==> src/rtl/stx_pkg.sv <==
package stx_pkg;

    localparam int CFG_W      = 7;
    localparam int CFG_BREAK  = 0;
    localparam int CFG_PAR_ON = 1;
    localparam int CFG_EVEN   = 2;
    localparam int CFG_STOP2  = 3;
    localparam int CFG_FIFO   = 4;
    localparam int CFG_LEN_LO = 5;
    localparam int CFG_LEN_HI = 6;
    localparam int BYTE_W     = 8;

    typedef enum logic [2:0] {
        PH_IDLE,
        PH_START,
        PH_DATA,
        PH_PARITY,
        PH_STOP
    } tx_phase_e;

    typedef struct packed {
        tx_phase_e         phase;
        logic [BYTE_W-1:0] shreg;
        logic [2:0]        bit_idx;
        logic [3:0]        sub;
        logic [2:0]        last_idx;
        logic              par_bit;
        logic              par_en;
        logic              two_stop;
        logic              line;
        logic              txd;
    } seq_state_t;

    // mask keeping the low 5..8 bits of a byte
    function automatic logic [BYTE_W-1:0] len_mask(input logic [1:0] code);
        return 8'hFF >> (2'd3 - code);
    endfunction

endpackage

==> src/rtl/stx_tick_gen.sv <==
module stx_tick_gen #(
    parameter int DIV_W = 16
) (
    input  logic             clk,
    input  logic             rst_n,
    input  logic             clear,
    input  logic [DIV_W-1:0] div,
    output logic             tick
);

    logic [DIV_W-1:0] cnt_d, cnt_q;
    logic             at_end;

    assign at_end = (cnt_q >= div);
    assign tick   = !clear && at_end;

    always_comb begin
        cnt_d = cnt_q;
        if (clear || at_end) begin
            cnt_d = '0;
        end else begin
            cnt_d = cnt_q + 1'b1;
        end
    end

    always_ff @(posedge clk or negedge rst_n) begin
        if (!rst_n) begin
            cnt_q <= '0;
        end else begin
            cnt_q <= cnt_d;
        end
    end

endmodule

==> src/rtl/stx_fifo.sv <==
module stx_fifo #(
    parameter int DEPTH = 16,
    parameter int W     = 8
) (
    input  logic         clk,
    input  logic         rst_n,
    input  logic         fifo_on,
    input  logic         push,
    input  logic [W-1:0] din,
    input  logic         pop,
    output logic [W-1:0] dout,
    output logic         full,
    output logic         empty
);

    localparam int PTR_W = (DEPTH > 1) ? $clog2(DEPTH) : 1;
    localparam int CNT_W = $clog2(DEPTH + 1);
    localparam logic [CNT_W-1:0] CAP_DEEP = CNT_W'(DEPTH);
    localparam logic [CNT_W-1:0] CAP_ONE  = CNT_W'(1);
    localparam logic [PTR_W-1:0] PTR_LAST = PTR_W'(DEPTH - 1);

    typedef struct packed {
        logic [PTR_W-1:0] wr_ptr;
        logic [PTR_W-1:0] rd_ptr;
        logic [CNT_W-1:0] count;
    } fifo_state_t;

    fifo_state_t      st_d, st_q;
    logic [W-1:0]     mem [DEPTH];
    logic [CNT_W-1:0] cap;
    logic             do_push, do_pop;

    assign cap     = fifo_on ? CAP_DEEP : CAP_ONE;
    assign full    = (st_q.count >= cap);
    assign empty   = (st_q.count == '0);
    assign do_push = push && !full;
    assign do_pop  = pop && !empty;
    assign dout    = mem[st_q.rd_ptr];

    always_comb begin
        st_d = st_q;
        if (do_push) begin
            st_d.wr_ptr = (st_q.wr_ptr == PTR_LAST) ? '0 : st_q.wr_ptr + 1'b1;
        end
        if (do_pop) begin
            st_d.rd_ptr = (st_q.rd_ptr == PTR_LAST) ? '0 : st_q.rd_ptr + 1'b1;
        end
        case ({do_push, do_pop})
            2'b10:   st_d.count = st_q.count + 1'b1;
            2'b01:   st_d.count = st_q.count - 1'b1;
            default: st_d.count = st_q.count;
        endcase
    end

    always_ff @(posedge clk or negedge rst_n) begin
        if (!rst_n) begin
            st_q <= '0;
        end else begin
            st_q <= st_d;
        end
    end

    always_ff @(posedge clk) begin
        if (do_push) begin
            mem[st_q.wr_ptr] <= din;
        end
    end

endmodule

==> src/rtl/stx_frame_seq.sv <==
module stx_frame_seq
    import stx_pkg::*;
(
    input  logic              clk,
    input  logic              rst_n,
    input  logic              enable,
    input  logic              brk,
    input  logic [1:0]        len_code,
    input  logic              par_on,
    input  logic              par_even,
    input  logic              two_stop,
    input  logic              tick,
    input  logic              fifo_empty,
    input  logic [BYTE_W-1:0] fifo_dout,
    output logic              pop,
    output logic              txd,
    output logic              busy,
    output logic              tick_clear
);

    seq_state_t        s_d, s_q;
    logic              load_req;
    logic [BYTE_W-1:0] masked;

    assign masked     = fifo_dout & len_mask(len_code);
    assign txd        = s_q.txd;
    assign busy       = (s_q.phase != PH_IDLE);
    assign tick_clear = (s_q.phase == PH_IDLE);

    always_comb begin
        s_d      = s_q;
        load_req = 1'b0;
        pop      = 1'b0;

        if (!enable) begin
            s_d.phase = PH_IDLE;
            s_d.sub   = '0;
            s_d.line  = 1'b1;
        end else if (s_q.phase == PH_IDLE) begin
            s_d.line = 1'b1;
            load_req = !fifo_empty;
        end else if (tick) begin
            if (s_q.sub != 4'hF) begin
                s_d.sub = s_q.sub + 1'b1;
            end else begin
                s_d.sub = '0;
                case (s_q.phase)
                    PH_START: begin
                        s_d.phase   = PH_DATA;
                        s_d.bit_idx = '0;
                        s_d.line    = s_q.shreg[0];
                        s_d.shreg   = s_q.shreg >> 1;
                    end
                    PH_DATA: begin
                        if (s_q.bit_idx == s_q.last_idx) begin
                            s_d.bit_idx = '0;
                            if (s_q.par_en) begin
                                s_d.phase = PH_PARITY;
                                s_d.line  = s_q.par_bit;
                            end else begin
                                s_d.phase = PH_STOP;
                                s_d.line  = 1'b1;
                            end
                        end else begin
                            s_d.bit_idx = s_q.bit_idx + 1'b1;
                            s_d.line    = s_q.shreg[0];
                            s_d.shreg   = s_q.shreg >> 1;
                        end
                    end
                    PH_PARITY: begin
                        s_d.phase   = PH_STOP;
                        s_d.bit_idx = '0;
                        s_d.line    = 1'b1;
                    end
                    PH_STOP: begin
                        if (s_q.two_stop && (s_q.bit_idx == '0)) begin
                            s_d.bit_idx = 3'd1;
                        end else if (!fifo_empty) begin
                            load_req = 1'b1;
                        end else begin
                            s_d.phase = PH_IDLE;
                            s_d.line  = 1'b1;
                        end
                    end
                    default: begin
                        s_d.phase = PH_IDLE;
                        s_d.line  = 1'b1;
                    end
                endcase
            end
        end

        if (load_req) begin
            pop          = 1'b1;
            s_d.phase    = PH_START;
            s_d.shreg    = masked;
            s_d.sub      = '0;
            s_d.bit_idx  = '0;
            s_d.last_idx = {1'b1, len_code};
            s_d.par_en   = par_on;
            s_d.two_stop = two_stop;
            s_d.par_bit  = par_even ? (^masked) : ~(^masked);
            s_d.line     = 1'b0;
        end

        s_d.txd = brk ? 1'b0 : s_d.line;
    end

    always_ff @(posedge clk or negedge rst_n) begin
        if (!rst_n) begin
            s_q       <= '0;
            s_q.phase <= PH_IDLE;
            s_q.line  <= 1'b1;
            s_q.txd   <= 1'b1;
        end else begin
            s_q <= s_d;
        end
    end

endmodule

==> src/rtl/stx_core.sv <==
module stx_core
    import stx_pkg::*;
#(
    parameter int FIFO_DEPTH = 16,
    parameter int DIV_W      = 16
) (
    input  logic              clk,
    input  logic              rst_n,
    input  logic              tx_enable,
    input  logic [CFG_W-1:0]  frame_cfg,
    input  logic [DIV_W-1:0]  baud_div,
    input  logic              wr_en,
    input  logic [BYTE_W-1:0] wr_byte,
    output logic              txd,
    output logic              fifo_full,
    output logic              tx_idle,
    output logic              shift_busy
);

    logic              tick, tick_clear;
    logic              pop, fifo_empty;
    logic [BYTE_W-1:0] head_byte;

    stx_tick_gen #(.DIV_W(DIV_W)) u_tick (
        .clk   (clk),
        .rst_n (rst_n),
        .clear (tick_clear),
        .div   (baud_div),
        .tick  (tick)
    );

    stx_fifo #(.DEPTH(FIFO_DEPTH), .W(BYTE_W)) u_fifo (
        .clk     (clk),
        .rst_n   (rst_n),
        .fifo_on (frame_cfg[CFG_FIFO]),
        .push    (wr_en),
        .din     (wr_byte),
        .pop     (pop),
        .dout    (head_byte),
        .full    (fifo_full),
        .empty   (fifo_empty)
    );

    stx_frame_seq u_seq (
        .clk        (clk),
        .rst_n      (rst_n),
        .enable     (tx_enable),
        .brk        (frame_cfg[CFG_BREAK]),
        .len_code   (frame_cfg[CFG_LEN_HI:CFG_LEN_LO]),
        .par_on     (frame_cfg[CFG_PAR_ON]),
        .par_even   (frame_cfg[CFG_EVEN]),
        .two_stop   (frame_cfg[CFG_STOP2]),
        .tick       (tick),
        .fifo_empty (fifo_empty),
        .fifo_dout  (head_byte),
        .pop        (pop),
        .txd        (txd),
        .busy       (shift_busy),
        .tick_clear (tick_clear)
    );

    assign tx_idle = fifo_empty && !shift_busy;

endmodule

==> config.mk <==
export PLATFORM = sky130hd
export DESIGN_NAME = stx_core
export DESIGN_NICKNAME = d
export VERILOG_FILES = /design/src/rtl/stx_pkg.sv /design/src/rtl/stx_tick_gen.sv /design/src/rtl/stx_fifo.sv /design/src/rtl/stx_frame_seq.sv /design/src/rtl/stx_core.sv
export SDC_FILE = /design/constraint.sdc
export NUM_CORES = 1
export LEC_CHECK = 0
export BUFFER_PORTS_ARGS = -buffer_cell sky130_fd_sc_hd__buf_4
export CELL_PAD_IN_SITES_DETAIL_PLACEMENT = 0
export CELL_PAD_IN_SITES_GLOBAL_PLACEMENT = 1
export CORE_UTILIZATION = 40
export DETAILED_ROUTE_END_ITERATION = 16
export PLACE_DENSITY = 0.67
export SETUP_SLACK_MARGIN = 0.15
export SLEW_MARGIN = 25
export SYNTH_ARGS = -nofsm -noshare
export SYNTH_HDL_FRONTEND = slang
export SYNTH_HIERARCHICAL = 1
export SYNTH_SLANG_ARGS = --single-unit
==> constraint.sdc <==
create_clock -name clk -period 4.7 [get_ports clk]
set_clock_uncertainty 0.1 [all_clocks]
set_input_delay 0.94 -clock clk [delete_from_list [all_inputs] [get_ports clk]]
set_output_delay 0.94 -clock clk [all_outputs]
set_load 0.01 [all_outputs]
==> impl_metrics.py, run 1 <==
metrics = {
    "worst_setup_path": {
        "cp_top_family": "compound AO/OA/AOI/OAI gates",
        "cpPeakStageDelay_ps": 430,
        "end_kind": "flop",
        "r2r_end": "u_fifo/st_q[4]",
        "startpoint": "baud_div[15]",
        "r2r-start": "u_tick/cnt_q[13]",
        "endpoint": "u_fifo/st_q[4]",
        "path_depth": 19,
        "cpMaxStageDelayCell": "a2111o_1",
        "cp.arrival_ps": 4490,
        "cp-start-kind": "input port",
        "crit_chain": "buf_4, inv_1, ha_1, nand4_1, a211oi_2, nand4_2, a31oi_1, nand4_1, a2111o_1, inv_2, o31a_1, ha_2, inv_2, fa_2, nor2b_1, o21ai_1, nand3_1, or3b_4, xnor2_1",
        "r2r_cells": 17,
        "cp_num_buf_inv": 4,
        "crit_required_ps": 4920,
        "worst-setup-path-type": "in2reg",
        "worstPathMaxFanout": 4,
        "reg2reg_slack_ps": 560,
    },
    "final_layout": {
        "drive_gt1_share_pct": 24.26,
        "n_antenna_cell": 0,
        "final_nets": 730,
        "syn_to_final_growth_pct": 14.36,
        "stdcell_area_um2": 9932,
    },
    "place": {
        "gp_congestion": 0.7781,
        "portBuffers": 38,
        "dpl_cell_area_um2": 9286,
        "dp_hpwl_um": 12220,
    },
    "clock_network": {
        "clkLatencyLatePin_ps": 440,
        "cts_tree": "done",
        "post_cts_buffers": 0,
        "cts_resized": 0,
        "cts-root-buf": "clkbuf_16",
        "cts.sink_count": 183,
        "ctsLongestPathBuffers": 2,
        "numCtsBuffers": 17,
        "clk_pin_slew_ps": 80,
        "hold_buffers": 0,
        "htree_levels": 4,
    },
    "logic_synthesis": {
        "synth_area_leaders": "edfxtp_1, dfrtp_1, mux4_2",
        "synth_warnings": 6,
        "seq_area_frac_synth_pct": 60.14,
        "syn-cell-area_um2": 8685,
        "synth_ff_type": "edfxtp_1",
        "ys_types": 75,
        "yosys.area.top_type_share_pct": 44.26,
        "synthesis.nets": 682,
        "synth_edf_count": 128,
        "yosys.area.top_type": "edfxtp_1",
        "yosysMostFrequentCell": "edfxtp_1",
        "synth_common_cells": "edfxtp_1, dfrtp_1, inv_1, nand2_1, ha_1",
        "async_reset_ff_share_pct": 30.05,
        "ys_ff_latch": 183,
        "syn_inst": 615,
        "syn_avg_cell_area_um2": 14.12,
    },
    "flow_run": {
        "cap_violations": 0,
    },
    "power": {
        "max-vdd-ir-drop_mv": 0.2472,
        "power_frac_seq_pct": 40.2,
        "power.total_mw": 5.417,
        "p_int_mw": 3.537,
        "power.density_nw_per_um2": 545.4,
        "p_comb_share_pct": 31.9,
        "swShare_pct": 34.70,
        "clkPwrFrac_pct": 28.0,
        "leakage_nw": 3.846,
        "power.switching_mw": 1.880,
    },
    "routing": {
        "drtIter0Drc": 254,
        "drt_first_pass_iters": 5,
        "drt-wirelength-per-cell_um": 18.58,
        "ant_nets": 0,
        "drc_errors": 0,
        "vias": 5074,
        "routed_wl_um": 17670,
        "via_per_inst": 5.335,
    },
    "grt": {
        "grt_max_degree": 56,
        "grt_usage_pct": 17.08,
        "grt_pass1_vias": 5238,
        "grt_first_pass_wirelength_um": 28440,
        "globalRouteOverflowTotal": 0,
        "antenna_found_initial": 0,
    },
    "sta": {
        "period_minus_slack_ps": 4273,
        "finalMaxSlewViolations": 0,
        "setup_violations": 0,
        "max-slew-margin-rel_pct": 36.98,
        "max_freq_ghz": 0.2340,
        "worst_pin_slew_ps": 941.8,
        "hold_violations": 0,
        "min_period_over_period_pct": 90.92,
        "whs_ps": 392.0,
        "rsz0062_at_grt": "false",
    },
    "hold_path": {
        "holdCritPathClass": "reg2reg",
    },
    "floorplanning": {
        "die_w_um": 149.4,
        "num_io_pins": 39,
        "die_y_um": 149.4,
        "num_rows": 53,
        "core_area_um2": 21150,
        "die_area_um2": 22310,
        "initial_core_util_pct": 41.05,
    },
    "run_status": {
        "status": "finished clean",
    },
}
==> layout by cell type (no fill, tap or decap), types with 11 or more instances in the layout <==
| master | count |
|---|---|
| dfrtp_1 | 52 |
| buf_4 | 52 |
| xnor2_1 | 16 |
| ha_1 | 30 |
| nand3_1 | 11 |
| nor2_1 | 30 |
| a21oi_1 | 18 |
| inv_1 | 41 |
| edfxtp_1 | 128 |
| xor2_1 | 18 |
| clkbuf_16 | 17 |
| mux4_2 | 24 |
| o21ai_0 | 21 |
| nand2_1 | 33 |
==> cell families after synthesis <==
kind of cell / after synthesis / synth area share, %
simple gates: 155 / 10.33
fa+ha+maj: 32 / 4.697
compound gates: 93 / 7.651
xor+xnor: 34 / 3.429
flops: 183 / 60.14
buf+inv: 66 / 3.602
mux: 52 / 10.16
==> how the worst min path moves through the flow <==
| stage | start | end | slack [ps] | cells after the start |
|---|---|---|---|---|
| CTS | u_seq/s_q[4] | u_seq/s_q[4] | 400 | 2 |
| floorplan | u_seq/s_q[4] | u_seq/s_q[4] | 340 | 2 |
| global placement | u_seq/s_q[4] | u_seq/s_q[4] | 370 | 2 |
| finish | u_seq/s_q[4] | u_seq/s_q[4] | 390 | 2 |
| detailed placement | u_seq/s_q[4] | u_seq/s_q[4] | 380 | 2 |
| global route | u_seq/s_q[5] | u_seq/s_q[5] | 440 | 2 |
==> routing by layer <==
layer / up-vias / global-route usage, % / wire length (µm)
met2: 64 / 27.29 / 8660
met3: 17 / 3.547 / 542
met5: - / 0 / 0
met4: 0 / 6.122 / 301
met1: 2590 / 22.92 / 8168
li1: 2403 / - / -
==> tightest hold or removal path, cell delays in order, from the launching register on <==
cell     delay (ps)
dfrtp_1         350
nand2_1          50
o21ai_0          60
==> stage by stage <==
stage | util (%) | setup TNS [ps] | setup WS [ps] | std cells
after floorplan | - | 0 | 174.0 | 615
after global placement | 43.90 | 0 | 113.3 | 919
after detailed placement | 43.90 | -43.17 | -43.17 | 919
after CTS | 46.95 | 0 | 415.7 | 951
after global routing | 46.95 | 0 | 177.5 | 951
final | 46.95 | 0 | 426.9 | 951
==> power by group through the flow <==
| stage | logic [mW] | registers (mW) | clock network (mW) |
|---|---|---|---|
| 6_report | 1.73 | 2.17 | 1.51 |
| 5_1_grt | 1.91 | 2.21 | 1.61 |
| 4_1_cts | 1.75 | 2.18 | 1.55 |
| 3_5_place_dp | 1.74 | 2.21 | 0 |
| 3_3_place_gp | 1.70 | 2.20 | 0 |
| 2_1_floorplan | 1.45 | 2.05 | 0 |
==> state kept, by name, indices dropped and copies added, names as in the netlist <==
| register | count |
|---|---|
| u_tick/cnt_q | 16 |
| u_seq/s_q | 25 |
| u_fifo/st_q | 13 |
| u_seq/txd | 1 |
| u_fifo/mem | 128 |
==> final cells by class <==
| cell class | count | area (µm²) |
|---|---|---|
| sequential | 183 | 5224 |
| fill | 1846 | 11220 |
| timing repair buffer | 52 | 390.4 |
| clock buffer | 17 | 425.4 |
| multi-input combinational | 366 | 3167 |
| tap | 275 | 344.1 |
| clock inverter | 15 | 220.2 |
| inverter | 43 | 161.4 |
(Power assumes the default switching activity.)
==> run 2, diff against run 1 <==
--- a/config.mk
+++ b/config.mk
@@ -8,6 +8,7 @@
 export BUFFER_PORTS_ARGS = -buffer_cell sky130_fd_sc_hd__buf_4
 export CELL_PAD_IN_SITES_DETAIL_PLACEMENT = 0
 export CELL_PAD_IN_SITES_GLOBAL_PLACEMENT = 1
+export CORE_MARGIN = 2
 export CORE_UTILIZATION = 40
 export DETAILED_ROUTE_END_ITERATION = 16
 export PLACE_DENSITY = 0.67
==> run 2 against run 1 <==
Compared with the run above: non-clock buffer count is the same; sequential share of layout area hardly changed; global-route usage decreased by 0.51 points; total power is 0.18% lower; final cell count did not move.
==> impl_metrics.py, run 2 (synthesis results as in run 1) <==
metrics = {
    "run_status": {
        "status": "finished clean",
    },
    "power": {
        "power.density_nw_per_um2": 544.4,
        "leakage_nw": 3.846,
        "power.total_mw": 5.407,
        "max-vdd-ir-drop_mv": 0.2882,
    },
    "clock_network": {
        "ctsLongestPathBuffers": 2,
        "htree_levels": 4,
        "clk_pin_slew_ps": 70,
        "clkLatencyLatePin_ps": 450,
        "cts_resized": 0,
        "cts.sink_count": 183,
        "hold_buffers": 0,
        "numCtsBuffers": 17,
        "cts_tree": "done",
        "post_cts_buffers": 0,
        "cts-root-buf": "clkbuf_16",
    },
    "floorplanning": {
        "die_w_um": 151.4,
        "core_area_um2": 21150,
        "initial_core_util_pct": 41.05,
        "num_rows": 53,
        "die_area_um2": 22910,
        "die_y_um": 151.4,
        "num_io_pins": 39,
    },
    "worst_setup_path": {
        "r2r_end": "u_fifo/st_q[4]",
        "crit_required_ps": 4920,
        "worst-setup-path-type": "in2reg",
        "cp-start-kind": "input port",
        "worstPathMaxFanout": 4,
        "end_kind": "flop",
        "r2r-start": "u_tick/cnt_q[13]",
        "r2r_cells": 17,
        "cpMaxStageDelayCell": "a2111o_1",
        "crit_chain": "buf_4, inv_1, ha_1, nand4_1, a211oi_2, nand4_2, a31oi_1, nand4_1, a2111o_1, inv_2, o31a_1, ha_2, inv_2, fa_2, nor2b_1, o21ai_1, nand3_1, or3b_4, xnor2_1",
        "cpPeakStageDelay_ps": 420,
        "reg2reg_slack_ps": 610,
        "cp.arrival_ps": 4470,
    },
    "hold_path": {
        "hold_start": "u_seq/s_q[4]",
        "worstHoldEndpoint": "u_seq/s_q[4]",
        "hold_depth": 2,
        "holdCritPathClass": "reg2reg",
    },
    "sta": {
        "rsz0062_at_grt": "false",
        "finalMaxSlewViolations": 0,
        "hold_violations": 0,
        "setup_violations": 0,
        "fin_tns_setup_ps": 0,
        "fin_ws_ps": 444.1,
        "period_minus_slack_ps": 4256,
        "max_freq_ghz": 0.2350,
        "max-slew-margin-rel_pct": 34.40,
        "whs_ps": 394.3,
        "min_period_over_period_pct": 90.55,
        "worst_pin_slew_ps": 980.4,
    },
    "routing": {
        "ant_nets": 0,
        "drtIter0Drc": 323,
        "vias": 5098,
        "drt_first_pass_iters": 5,
        "drc_errors": 0,
        "via_per_inst": 5.361,
        "routed_wl_um": 17690,
        "drt-wirelength-per-cell_um": 18.60,
    },
    "grt": {
        "grt_usage_pct": 16.57,
        "antenna_found_initial": 0,
        "globalRouteOverflowTotal": 0,
        "grt_first_pass_wirelength_um": 28370,
        "grt_max_degree": 56,
        "grt_pass1_vias": 5209,
    },
    "final_layout": {
        "fin_util_pct": 46.95,
        "final_nets": 730,
        "layout_commonest_cell": "edfxtp_1",
        "top_regs": "u_fifo/mem: 128 flops, u_seq/s_q: 25 flops, u_tick/cnt_q: 16 flops",
        "multiInputGateArea_um2": 3167,
        "n_antenna_cell": 0,
        "fillers": 1855,
        "drive_gt1_share_pct": 24.26,
        "largest-register": "u_fifo/mem",
        "mostFrequentLayoutCells": "edfxtp_1, buf_4, dfrtp_1",
        "largest_register_ffs": 128,
        "syn_to_final_growth_pct": 14.35,
        "regArea_um2": 5224,
    },
    "flow_run": {
        "cap_violations": 0,
    },
    "place": {
        "dp_hpwl_um": 12120,
        "post-place-ws_ps": -53.61,
        "portBuffers": 38,
        "gp_congestion": 0.8109,
    },
}
-- run 2: worst max-delay path by stage --
| stage | start | to | slack (ps) | cells past startpoint |
|---|---|---|---|---|
| 6_report | baud_div[13] | u_fifo/st_q[4] | 440 | 19 |
| 5_1_grt | baud_div[14] | u_fifo/st_q[4] | 170 | 19 |
| 4_1_cts | baud_div[13] | u_fifo/st_q[4] | 420 | 19 |
| 3_5_place_dp | baud_div[15] | u_fifo/st_q[4] | -50 | 19 |
| 3_3_place_gp | baud_div[13] | u_fifo/st_q[4] | 110 | 19 |
| 2_1_floorplan | baud_div[13] | u_fifo/st_q[4] | 170 | 18 |
-- run 2: worst max-delay path, delay by kind of cell --
kind            cells  cell delay (ps)
buf+inv             4              230
simple gates        6             1120
xor+xnor            1              130
fa+ha+maj           3              870
compound gates      5             1170
-- run 2: area by class of cell --
| type | count | area share, % |
|---|---|---|
| multi-input cells | 366 | 31.89 |
| flip-flops and latches | 183 | 52.60 |
| inverters | 43 | 1.625 |
| clock buffers | 17 | 4.284 |
| well taps | 275 | 3.465 |
| clock inverters | 15 | 2.205 |
| repair buffers | 52 | 3.931 |
-- run 2: metal layers --
| layer | track usage, % | vias to the layer above | wire (µm) |
|---|---|---|---|
| li1 | - | 2405 | - |
| met2 | 26.54 | 109 | 8520 |
| met3 | 3.313 | 11 | 738 |
| met5 | 0 | - | 0 |
| met4 | 4.953 | 0 | 191 |
| met1 | 22.92 | 2573 | 8241 |
-- run 2: per-stage QoR --
step           cells  cell area (µm²)
3_3_place_gp     919             9286
4_1_cts          951             9931
5_1_grt          951             9931
3_5_place_dp     919             9286
6_report         951             9931
2_1_floorplan    615             8702
-- run 2: power breakdown --
group	total, mW	leakage (nW)	switching, mW	internal [mW]
Combinational	1.72	1.69	0.866	0.853
Clock	1.51	0.309	0.751	0.754
Sequential	2.18	1.85	0.261	1.92
Total	5.41	3.85	1.88	3.53
